[config.mk]
export PLATFORM = sky130hd
export DESIGN_NAME = mt_issue_selector
export DESIGN_NICKNAME = d
export VERILOG_FILES = /design/src/rtl/mt_sel_pkg.sv /design/src/rtl/mts_lowest_pick.sv /design/src/rtl/mts_eligibility.sv /design/src/rtl/mts_ctx_state.sv /design/src/rtl/mt_issue_selector.sv
export SDC_FILE = /design/constraint.sdc
export NUM_CORES = 1
export LEC_CHECK = 0
export BUFFER_PORTS_ARGS = -buffer_cell sky130_fd_sc_hd__buf_4
export CORE_AREA = 2 2 39 41
export DETAILED_ROUTE_END_ITERATION = 8
export DIE_AREA = 0 0 41 43
export GPL_TIMING_DRIVEN = 0
export PLACE_DENSITY = 0.58
export SYNTH_ARGS = -nofsm -noshare
export SYNTH_HDL_FRONTEND = slang
export SYNTH_SLANG_ARGS = --single-unit
[constraint.sdc]
create_clock -name clk -period 3.79 [get_ports clk]
set_input_delay 0.379 -clock clk [delete_from_list [all_inputs] [get_ports clk]]
set_output_delay 0.379 -clock clk [all_outputs]
set_load 0.03 [all_outputs]
[src/rtl/mt_sel_pkg.sv]
package mt_sel_pkg;
  localparam int unsigned MAX_CTX = 4;

  typedef enum logic [1:0] {
    PICK_NONE     = 2'd0,
    PICK_STICKY   = 2'd1,
    PICK_FALLBACK = 2'd2
  } pick_kind_e;
endpackage

[src/rtl/mts_lowest_pick.sv]
module mts_lowest_pick #(
  parameter int unsigned N = 4,
  localparam int unsigned W = (N > 1) ? $clog2(N) : 1
) (
  input  logic [N-1:0] req,
  output logic         any,
  output logic [W-1:0] idx
);
  logic [N:0]   seen;
  logic [N-1:0] grant;

  assign seen[0] = 1'b0;

  // Priority chain: a request wins only if no lower index requested.
  for (genvar g = 0; g < N; g++) begin : g_chain
    assign grant[g]  = req[g] & ~seen[g];
    assign seen[g+1] = seen[g] | req[g];
  end

  assign any = seen[N];

  always_comb begin
    idx = '0;
    for (int i = 0; i < N; i++) begin
      if (grant[i]) idx = idx | i[W-1:0];
    end
  end
endmodule

[src/rtl/mts_eligibility.sv]
module mts_eligibility #(
  parameter int unsigned N = 4,
  localparam int unsigned W = (N > 1) ? $clog2(N) : 1
) (
  input  logic [N-1:0] thr_valid,
  input  logic [N-1:0] blocked_oh,
  input  logic [W-1:0] sticky_tid,
  output logic [N-1:0] elig,
  output logic         sticky_ok
);
  assign elig = thr_valid & ~blocked_oh;

  always_comb begin
    sticky_ok = 1'b0;
    for (int i = 0; i < N; i++) begin
      if (sticky_tid == i[W-1:0]) sticky_ok = elig[i];
    end
  end
endmodule

[src/rtl/mts_ctx_state.sv]
module mts_ctx_state #(
  parameter int unsigned N = 4,
  localparam int unsigned W = (N > 1) ? $clog2(N) : 1
) (
  input  logic         clk,
  input  logic         rst_n,
  input  logic         active,
  input  logic         ready,
  input  logic [W-1:0] pick_tid,
  output logic [W-1:0] sticky_tid,
  output logic [N-1:0] blocked_oh
);
  logic [N-1:0] pick_oh;

  always_comb begin
    pick_oh = '0;
    for (int i = 0; i < N; i++) begin
      if (pick_tid == i[W-1:0]) pick_oh[i] = 1'b1;
    end
  end

  always_ff @(posedge clk or negedge rst_n) begin
    if (!rst_n) begin
      sticky_tid <= '0;
      blocked_oh <= '0;
    end else begin
      if (active) sticky_tid <= pick_tid;
      blocked_oh <= (active && !ready) ? pick_oh : '0;
    end
  end
endmodule

[src/rtl/mt_issue_selector.sv]
module mt_issue_selector
  import mt_sel_pkg::*;
#(
  parameter int unsigned NUM_THREADS = MAX_CTX,
  localparam int unsigned TID_W = (NUM_THREADS > 1) ? $clog2(NUM_THREADS) : 1
) (
  input  logic                   clk,
  input  logic                   rst_n,
  input  logic [NUM_THREADS-1:0] thr_valid,
  input  logic                   issue_ready,
  output logic                   issue_valid,
  output logic [TID_W-1:0]       sel_tid,
  output logic                   dispatch_fire
);
  logic [TID_W-1:0]       sticky_tid;
  logic [NUM_THREADS-1:0] blocked_oh;
  logic [NUM_THREADS-1:0] elig;
  logic                   sticky_ok;
  logic                   fb_any;
  logic [TID_W-1:0]       fb_tid;
  pick_kind_e             kind;

  mts_eligibility #(.N(NUM_THREADS)) u_elig (
    .thr_valid (thr_valid),
    .blocked_oh(blocked_oh),
    .sticky_tid(sticky_tid),
    .elig      (elig),
    .sticky_ok (sticky_ok)
  );

  mts_lowest_pick #(.N(NUM_THREADS)) u_pick (
    .req(elig),
    .any(fb_any),
    .idx(fb_tid)
  );

  always_comb begin
    if (sticky_ok)   kind = PICK_STICKY;
    else if (fb_any) kind = PICK_FALLBACK;
    else             kind = PICK_NONE;
  end

  always_comb begin
    unique case (kind)
      PICK_STICKY:   sel_tid = sticky_tid;
      PICK_FALLBACK: sel_tid = fb_tid;
      default:       sel_tid = sticky_tid;
    endcase
  end

  assign issue_valid   = (kind != PICK_NONE);
  assign dispatch_fire = issue_valid & issue_ready;

  mts_ctx_state #(.N(NUM_THREADS)) u_state (
    .clk       (clk),
    .rst_n     (rst_n),
    .active    (issue_valid),
    .ready     (issue_ready),
    .pick_tid  (sel_tid),
    .sticky_tid(sticky_tid),
    .blocked_oh(blocked_oh)
  );
endmodule

======== Word-level counts from Yosys, hierarchy flattened ========
Cells that the tools add are included.
word-level totals
  register bits ........................... 6
  input port bits ......................... 7
  output and inout bits ................... 4
  word-level logic and storage cells ...... 41
operators by class
  eq/ne operators ......................... 7
  multiplexer cells ....................... 15
  bitwise gates (word level) .............. 12
  reductions and logical operators ........ 5
operator list
  kind                count
  $eq 2x2->1 const B  5
  $mux 2              5
  $mux 1              9
  $and 1x1->1         4
  $and 4x4->4         1
  $eq 2x1->1 const B  2
  $logic_not 2->1     2
  $mux 4              1
  $not 4->4           1
  $not 1->1           3
  $or 1x1->1          3
  $reduce_bool 2->1   1
  $logic_and 1x1->1   1
  $logic_not 1->1     1

======== Logic depth before layout (Yosys ltp) ========
Gate-level depths: netlist (run 1).
  depth after elaboration ................. 12
  depth in mapped cells ................... 5
  gate-level depth less buffers ........... 5

======== By module ========
From an unflattened synthesis (run 1), not the netlist that was laid out.
second synthesis, totals
  cell total of the unflattened synthesis .. 29
  area total of the unflattened synthesis .. 374.1 um2
by module, submodules not included
  module             instances  cells an instance  area each (um2)  sequential area each (um2)
  mts_ctx_state      1          12                 230.2            150.1
  mt_issue_selector  1          5                  61.3             0.0
  mts_eligibility    1          5                  47.5             0.0
  mts_lowest_pick    1          7                  35.0             0.0

======== Least setup slack after synthesis (run 1) ========
Ideal clock, no wire load.
  path kind ............................... input -> output
  start point ............................. input port thr_valid[0]
  end point ............................... output port sel_tid[0]
  arrival ................................. 1.549 ns
  required time ........................... 3.411 ns
  path slack .............................. 1.862 ns
  stages on the path ...................... 5
  buffers on the path ..................... 0
  cell sequence ........................... nor2b_1 > nor4_2 > inv_1 > nand4b_1 > nand2_1
on the way
  longest elaborated chain between the ends .. 8
  elaborated cells on any way between the ends .. 19
  those cells by class .................... eq/ne (1); mux (10); bitwise (8)
RTL lines
  what                                                line                                            text
  start: declaration                                  mt_issue_selector.sv:9                          input logic [NUM_THREADS-1:0] thr_valid,
  $and 4x4->4 (*)                                     mts_eligibility.sv:11                           assign elig = thr_valid & ~blocked_oh;
  $mux 1 or $or 1x1->1 (tied branches) (3 in series)  mts_eligibility.sv:16, mts_lowest_pick.sv:17
  $mux 1 or $mux 2 (tied branches)                    mts_eligibility.sv:16, mt_issue_selector.sv:39
  $mux 2                                              mt_issue_selector.sv:38                         if (sticky_ok) kind = PICK_STICKY;
  $eq 2x2->1                                          mt_issue_selector.sv:44                         unique case (kind)
  $mux 2 (*)                                          mt_issue_selector.sv:44
  end: declaration                                    mt_issue_selector.sv:12                         output logic [TID_W-1:0] sel_tid,
Mark *: on every way between the ends. The rest lies on a longest branch, timed or not.

======== Worst setup path after layout (run 1) ========
  start point ............................. register u_state.sticky_tid[0]
  end point ............................... output port sel_tid[0]
on the way
  longest elaborated chain between the ends .. 8
  elaborated cells on any way between the ends .. 11
  those cells by class .................... eq/ne (4); mux (6); reduce/logical (1)
RTL lines
  what                      line                     text
  start: declaration        mts_ctx_state.sv:10      output logic [W-1:0] sticky_tid,
  start signal: assignment  mts_ctx_state.sv:27      if (active) sticky_tid <= pick_tid;
  $logic_not 2->1           mts_eligibility.sv:16    if (sticky_tid == i[W-1:0]) sticky_ok = elig[i];
  $mux 1 (4 in series)      mts_eligibility.sv:16
  $mux 2                    mt_issue_selector.sv:38
  $eq 2x2->1                mt_issue_selector.sv:44
  $mux 2 (*)                mt_issue_selector.sv:44
Marks and branches as above.

==> flow_summary.toml, run 1 <==
[status]
outcome = "completed"

[timing]
fin_ws_ns = 1.557
maxSlewHeadroom_pct = 69.86
tns_ns = 0
timing.final.crit_period_ns = 2.233
finClkSkew_ns = 0.002196
final_max_slew_viol_count = 0
rsz0062_at_grt = "no"
tightestPinTransition_ns = 0.4483
fmax_ghz = 0.4477
post-route-period-util_pct = 58.93
setup_viol_count_final = 0
hold_violations = 0

[global_routing]
grt_max_degree = 7
grt_pass1_vias = 333
gr-usage-all-layers_pct = 12.49
antenna_found_initial = 0
grt_pass1_wl_um = 1414
grt_overflow = 0

[placed_design]
dp_slack_ns = 1.738
gp_congestion = 0.7219
portBuffers = 10
dp_hpwl_um = 694.4
placed_area_um2 = 475.5
placedCellCount = 67

[worst_setup_path]
start_kind = "flop"
r2r-start = "u_state.sticky_tid[0]"
r2r_slack_ns = 2.18
cp.required_ns = 3.41
reg2reg_depth = 4
reg2reg_to = "u_state.blocked_oh[1]"
end_kind = "output port"
critPathArrivalTime_ns = 1.85
crit_fanout = 6
path_class = "flop to output port"

[clocking]
clk_pin_slew_ns = 0.04
cts_resized = 0
cts_buffers = 3
clk_path_buf_depth = 2
cts_tree = "yes"
cts.sinks = 6
ctsRootBufferMaster = "clkbuf_4"
hold_buffers = 1
htreeDepth = 1
cts_setup_buffers = 0
clkLatencyLatePin_ns = 0.24

[floorplan]
pin_count = 11
die_x_um = 41
die_h_um = 43
coreArea_mm2 = 0.001384
fp-row-count = 14
die_area_mm2 = 0.001763
initial_core_util_pct = 27.49

[power_and_ir_drop]
finalPower_uw = 353.9
p_int_uw = 199.2
clkPwrFrac_pct = 16.1
seq_power_share_pct = 30.7
switchingPower_uw = 154.7
vdd_drop_max_mv = 0.2843
p_leak_uw = 0.0002229
p_comb_share_pct = 53.2
p_sw_share_pct = 43.70
power.density_mw_per_mm2 = 696.6

[cells_and_area]
layout_commonest_cell = "buf_4"
syn_to_final_growth_pct = 33.55
drive_above_1_share_pct = 29.09
most-common-layout-cells = "buf_4 (10), a21oi_1 (6), dfrtp_1 (6)"
postLayoutCellArea_um2 = 508.0
diodes = 0
nNetsFinal = 64
instances_no_fill = 71

[synthesis]
synth_nets = 48
synth_cells = 41
ys_top_cells_by_area = "dfrtp_1 (39%), a21oi_1 (7.9%), nor2b_1 (6.6%), nor4b_1 (4.6%), and3b_4 (3.3%)"
synth_top_area_share_pct = 39.47
synth.distinct_cells = 22
syn_area_um2 = 380.4
synth_seq_cells = 6
synth.largest_area_cell = "dfrtp_1"
synth_warnings = 0
ys_seq_area_share_pct = 39.47
avgSynthCellArea_um2 = 9.277

[detailed_routing]
vias = 360
wl_per_cell_um = 12.38
vias_per_cell = 5.070
wl_um = 879
drt_iter0_drc = 4
route.detailed.drc = 0
ant_nets = 0
firstDrtPassIters = 4

[worst_hold_path]
hp-class = "primary input to flop"
hold-path-cell-count = 3
min_from = "issue_ready"
holdPathEnd = "u_state.blocked_oh[3]"

[job]
cap_violations = 0
## state kept, by name, indices dropped and copies added, names as in the netlist
| name | flops |
|---|---|
| u_state.blocked_oh | 4 |
| u_state.sticky_tid | 2 |
## metal layers
| layer | routed length (um) | part of all wire, % | vias up | GRT usage (%) |
|---|---|---|---|---|
| met1 | 443 | 50 | 165 | 16.33 |
| met2 | 383 | 44 | 8 | 16.56 |
| li1 | - | - | 185 | - |
| met4 | 11 | 1.3 | 0 | 8.000 |
| met5 | 0 | 0 | - | 0 |
| met3 | 40 | 4.6 | 2 | 4.712 |
## critical path: stages (launching register included)
cell and delay (ns):
dfrtp_1 0.44, and3b_4 0.24, o21a_1 0.21, o31ai_1 0.44
nand2_1 0.09, buf_4 0.19
## final cells by class
type | count | area, um2
fill | 167 | 875.8
tap | 16 | 20.02
sequential | 6 | 150.1
clock buffer | 3 | 22.52
timing repair buffer | 11 | 85.08
multi-input combinational | 33 | 222.7
inverter | 2 | 7.507
## logic make-up after synthesis
kind of cell / synth area share (%)
AOI/OAI and AO/OA: 25.99
buffers and inverters: 1.974
DFF: 39.47
and+or+nand+nor: 32.57
## worst max path at each step
stage	startpoint	slack, ns	end
3_3_place_gp	thr_valid[0]	1.75	sel_tid[0]
6_report	u_state.sticky_tid[0]	1.56	sel_tid[0]
4_1_cts	u_state.sticky_tid[0]	1.53	sel_tid[0]
5_1_grt	u_state.sticky_tid[0]	1.43	sel_tid[0]
3_5_place_dp	thr_valid[0]	1.74	sel_tid[0]
2_1_floorplan	thr_valid[0]	1.86	sel_tid[0]
## metrics by stage
step	hold WS [ns]	utilization, %
floorplan	0.08341	-
CTS	0.4075	36.71
global route	0.4356	36.71
global placement	0.1880	34.36
finish	0.4224	36.71
detailed placement	0.1885	34.36
## synthesized netlist by cell type, drive strengths merged
cell type  number
dfrtp           6
and2            1
o211ai          1
o221ai          1
a31o            1
o31ai           1
nor3            2
nor2b           4
and3b           1
o31a            1
nand4b          1
a21o            1
nor4b           2
o21a            1
a211oi          1
nor4            1
nand2           3
nor3b           1
nand2b          2
inv             2
a21oi           6
o21ai           1
## power groups by stage
stage,clock [uW],sequential [uW],combinational (uW)
2_1_floorplan,0,102,138
3_3_place_gp,0,109,187
3_5_place_dp,0,110,188
4_1_cts,60.6,109,189
5_1_grt,64.1,112,209
6_report,57.1,109,188
Note: power is estimated with default switching activity, not from simulation.
==> inputs of run 2 (changes only) <==
==> constraint.sdc (replaced) <==
create_clock -name clk -period 2.06 [get_ports clk]
set_input_delay 0.206 -clock clk [delete_from_list [all_inputs] [get_ports clk]]
set_output_delay 0.206 -clock clk [all_outputs]
set_load 0.03 [all_outputs]
==> flow_summary.toml, run 2 (synthesis gave the netlist of run 1 again) <==
[cells_and_area]
instances_no_fill = 71
drive_above_1_share_pct = 34.55
n_fill_cell = 162
nNetsFinal = 64
most-common-layout-cells = "buf_4 (10), a21oi_1 (6), dfrtp_1 (5)"
final_core_util_pct = 38.79
reg_top3 = "u_state.blocked_oh: 4 flops, u_state.sticky_tid: 2 flops"
syn_to_final_growth_pct = 41.12
diodes = 0
layout_commonest_cell = "buf_4"
largest_reg_flops = 4
largest_register = "u_state.blocked_oh"

[global_routing]
gr-usage-all-layers_pct = 12.28
grt_pass1_vias = 325
antenna_found_initial = 0
grt_pass1_wl_um = 1373
grt_max_degree = 7
grt_overflow = 0

[floorplan]
die_h_um = 43
coreArea_mm2 = 0.001384
pin_count = 11
die_area_mm2 = 0.001763
die_x_um = 41
initial_core_util_pct = 27.49
fp-row-count = 14

[clocking]
ctsRootBufferMaster = "clkbuf_4"
clk_path_buf_depth = 2
cts_buffers = 3
cts_tree = "yes"
clk_pin_slew_ns = 0.04
cts.sinks = 6
clkLatencyLatePin_ns = 0.24
cts_setup_buffers = 0
htreeDepth = 1

[worst_setup_path]
crit_start = "u_state.sticky_tid[0]"
cp_slowest_cell = "dfrtp_2"
worst-path-buf-inv = 1
reg2reg_to = "u_state.blocked_oh[0]"
end_kind = "output port"
r2r-start = "u_state.sticky_tid[0]"
path_cells = "and3b_4, o21a_1, o31ai_4, nand2_1, buf_4"
cp_num_cells = 5
crit_end = "sel_tid[0]"
critPathArrivalTime_ns = 1.72
crit_fanout = 6
reg2reg_depth = 4
cp_slowest_stage_delay_ns = 0.46
critPathTopFamily = "compound AO/OA/AOI/OAI gates"
r2r_slack_ns = 0.52
start_kind = "flop"
path_class = "flop to output port"
cp.required_ns = 1.85

[job]
cap_violations = 0

[placed_design]
gp_congestion = 0.7219
portBuffers = 10
dp_hpwl_um = 694.4
placedCellCount = 67
dp_slack_ns = 0.2496

[detailed_routing]
route.detailed.drc = 0
ant_nets = 0
wl_per_cell_um = 12.21
vias = 357
wl_um = 867
vias_per_cell = 5.028
drt_iter0_drc = 4
firstDrtPassIters = 4

[power_and_ir_drop]
finalPower_uw = 688.7
p_leak_uw = 0.0002255
p_sw_share_pct = 44.49
power.density_mw_per_mm2 = 1283
seq_power_share_pct = 30.3
vdd_drop_max_mv = 0.5427
p_comb_share_pct = 54.5
p_int_uw = 382.3
clkPwrFrac_pct = 15.2
switchingPower_uw = 306.4

[worst_hold_path]
hp-class = "primary input to flop"

[timing]
hold_violations = 0
rsz0062_at_grt = "no"
final_max_slew_viol_count = 0
post-route-period-util_pct = 93.50
tns_ns = 0
setup_viol_count_final = 0
fin_ws_ns = 0.1338
tightestPinTransition_ns = 0.3847
timing.final.crit_period_ns = 1.926
maxSlewHeadroom_pct = 74.30
finClkSkew_ns = 0.002009
fmax_ghz = 0.5192

[status]
outcome = "completed"
[run 2: cell count changes in the layout (fill, tap and decap cells not counted)]
cell	delta
dfrtp_1	-1
dfrtp_2	+1
nor3b_1	-1
nor3b_2	+1
nor4_2	-1
nor4_4	+1
o31ai_1	-1
o31ai_4	+1
[run 2: timing repair]
| item | CTS | global route |
|---|---|---|
| endpoints found under the hold margin | 6 | 0 |
| hold buffers | 1 | 0 |
| pin swaps | 0 | 0 |
| resized for setup | 1 | 4 |
| endpoints found under the setup margin | 1 | 1 |
| gates cloned | 0 | 0 |
[run 2: stage by stage]
step	area, um2	hold WS, ns
floorplan	380.4	-0.08959
detailed placement	475.5	0.01548
global route	536.8	0.2626
CTS	513.0	0.2345
finish	536.8	0.2474
global placement	475.5	0.01503
[run 2: area by class of cell]
class,instances,area [um2],share of cell area [%]
clock buffers,3,22.52,4.196
inverters,2,7.507,1.399
multi-input cells,33,250.2,46.62
flip-flops and latches,6,151.4,28.21
repair buffers,11,85.08,15.85
well taps,16,20.02,3.730
[run 2: power groups by stage]
stage          Combinational [uW]  Sequential (uW)  Clock, uW
6_report                      375              208        105
5_1_grt                       413              213        118
4_1_cts                       355              201        112
3_5_place_dp                  345              202          0
3_3_place_gp                  343              200          0
2_1_floorplan                 253              187          0
[run 2: worst reg2reg max path, cell delays in order (launching register included)]
cell and delay (ns):
dfrtp_2 0.46, and3b_4 0.23, o21a_1 0.23, nor4b_1 0.39, nor3_1 0.10
[run 2: routing by layer]
| layer | track usage, % | vias up | wire length (um) |
|---|---|---|---|
| met5 | 0 | - | 0 |
| met4 | 8.000 | 0 | 11 |
| met3 | 4.712 | 2 | 40 |
| met2 | 16.25 | 8 | 388 |
| met1 | 16.00 | 162 | 426 |
| li1 | - | 185 | - |
[run 2: how the worst min path moves through the flow]
stage	slack [ns]	endpoint	depth (start not counted)	start
after floorplan	-0.09	u_state.blocked_oh[0]	0	rst_n
after global placement	0.02	u_state.sticky_tid[1]	1	rst_n
after detailed placement	0.02	u_state.sticky_tid[1]	1	rst_n
after CTS	0.23	u_state.blocked_oh[3]	3	issue_ready
after global routing	0.26	u_state.blocked_oh[2]	3	issue_ready
final	0.25	u_state.blocked_oh[3]	3	issue_ready
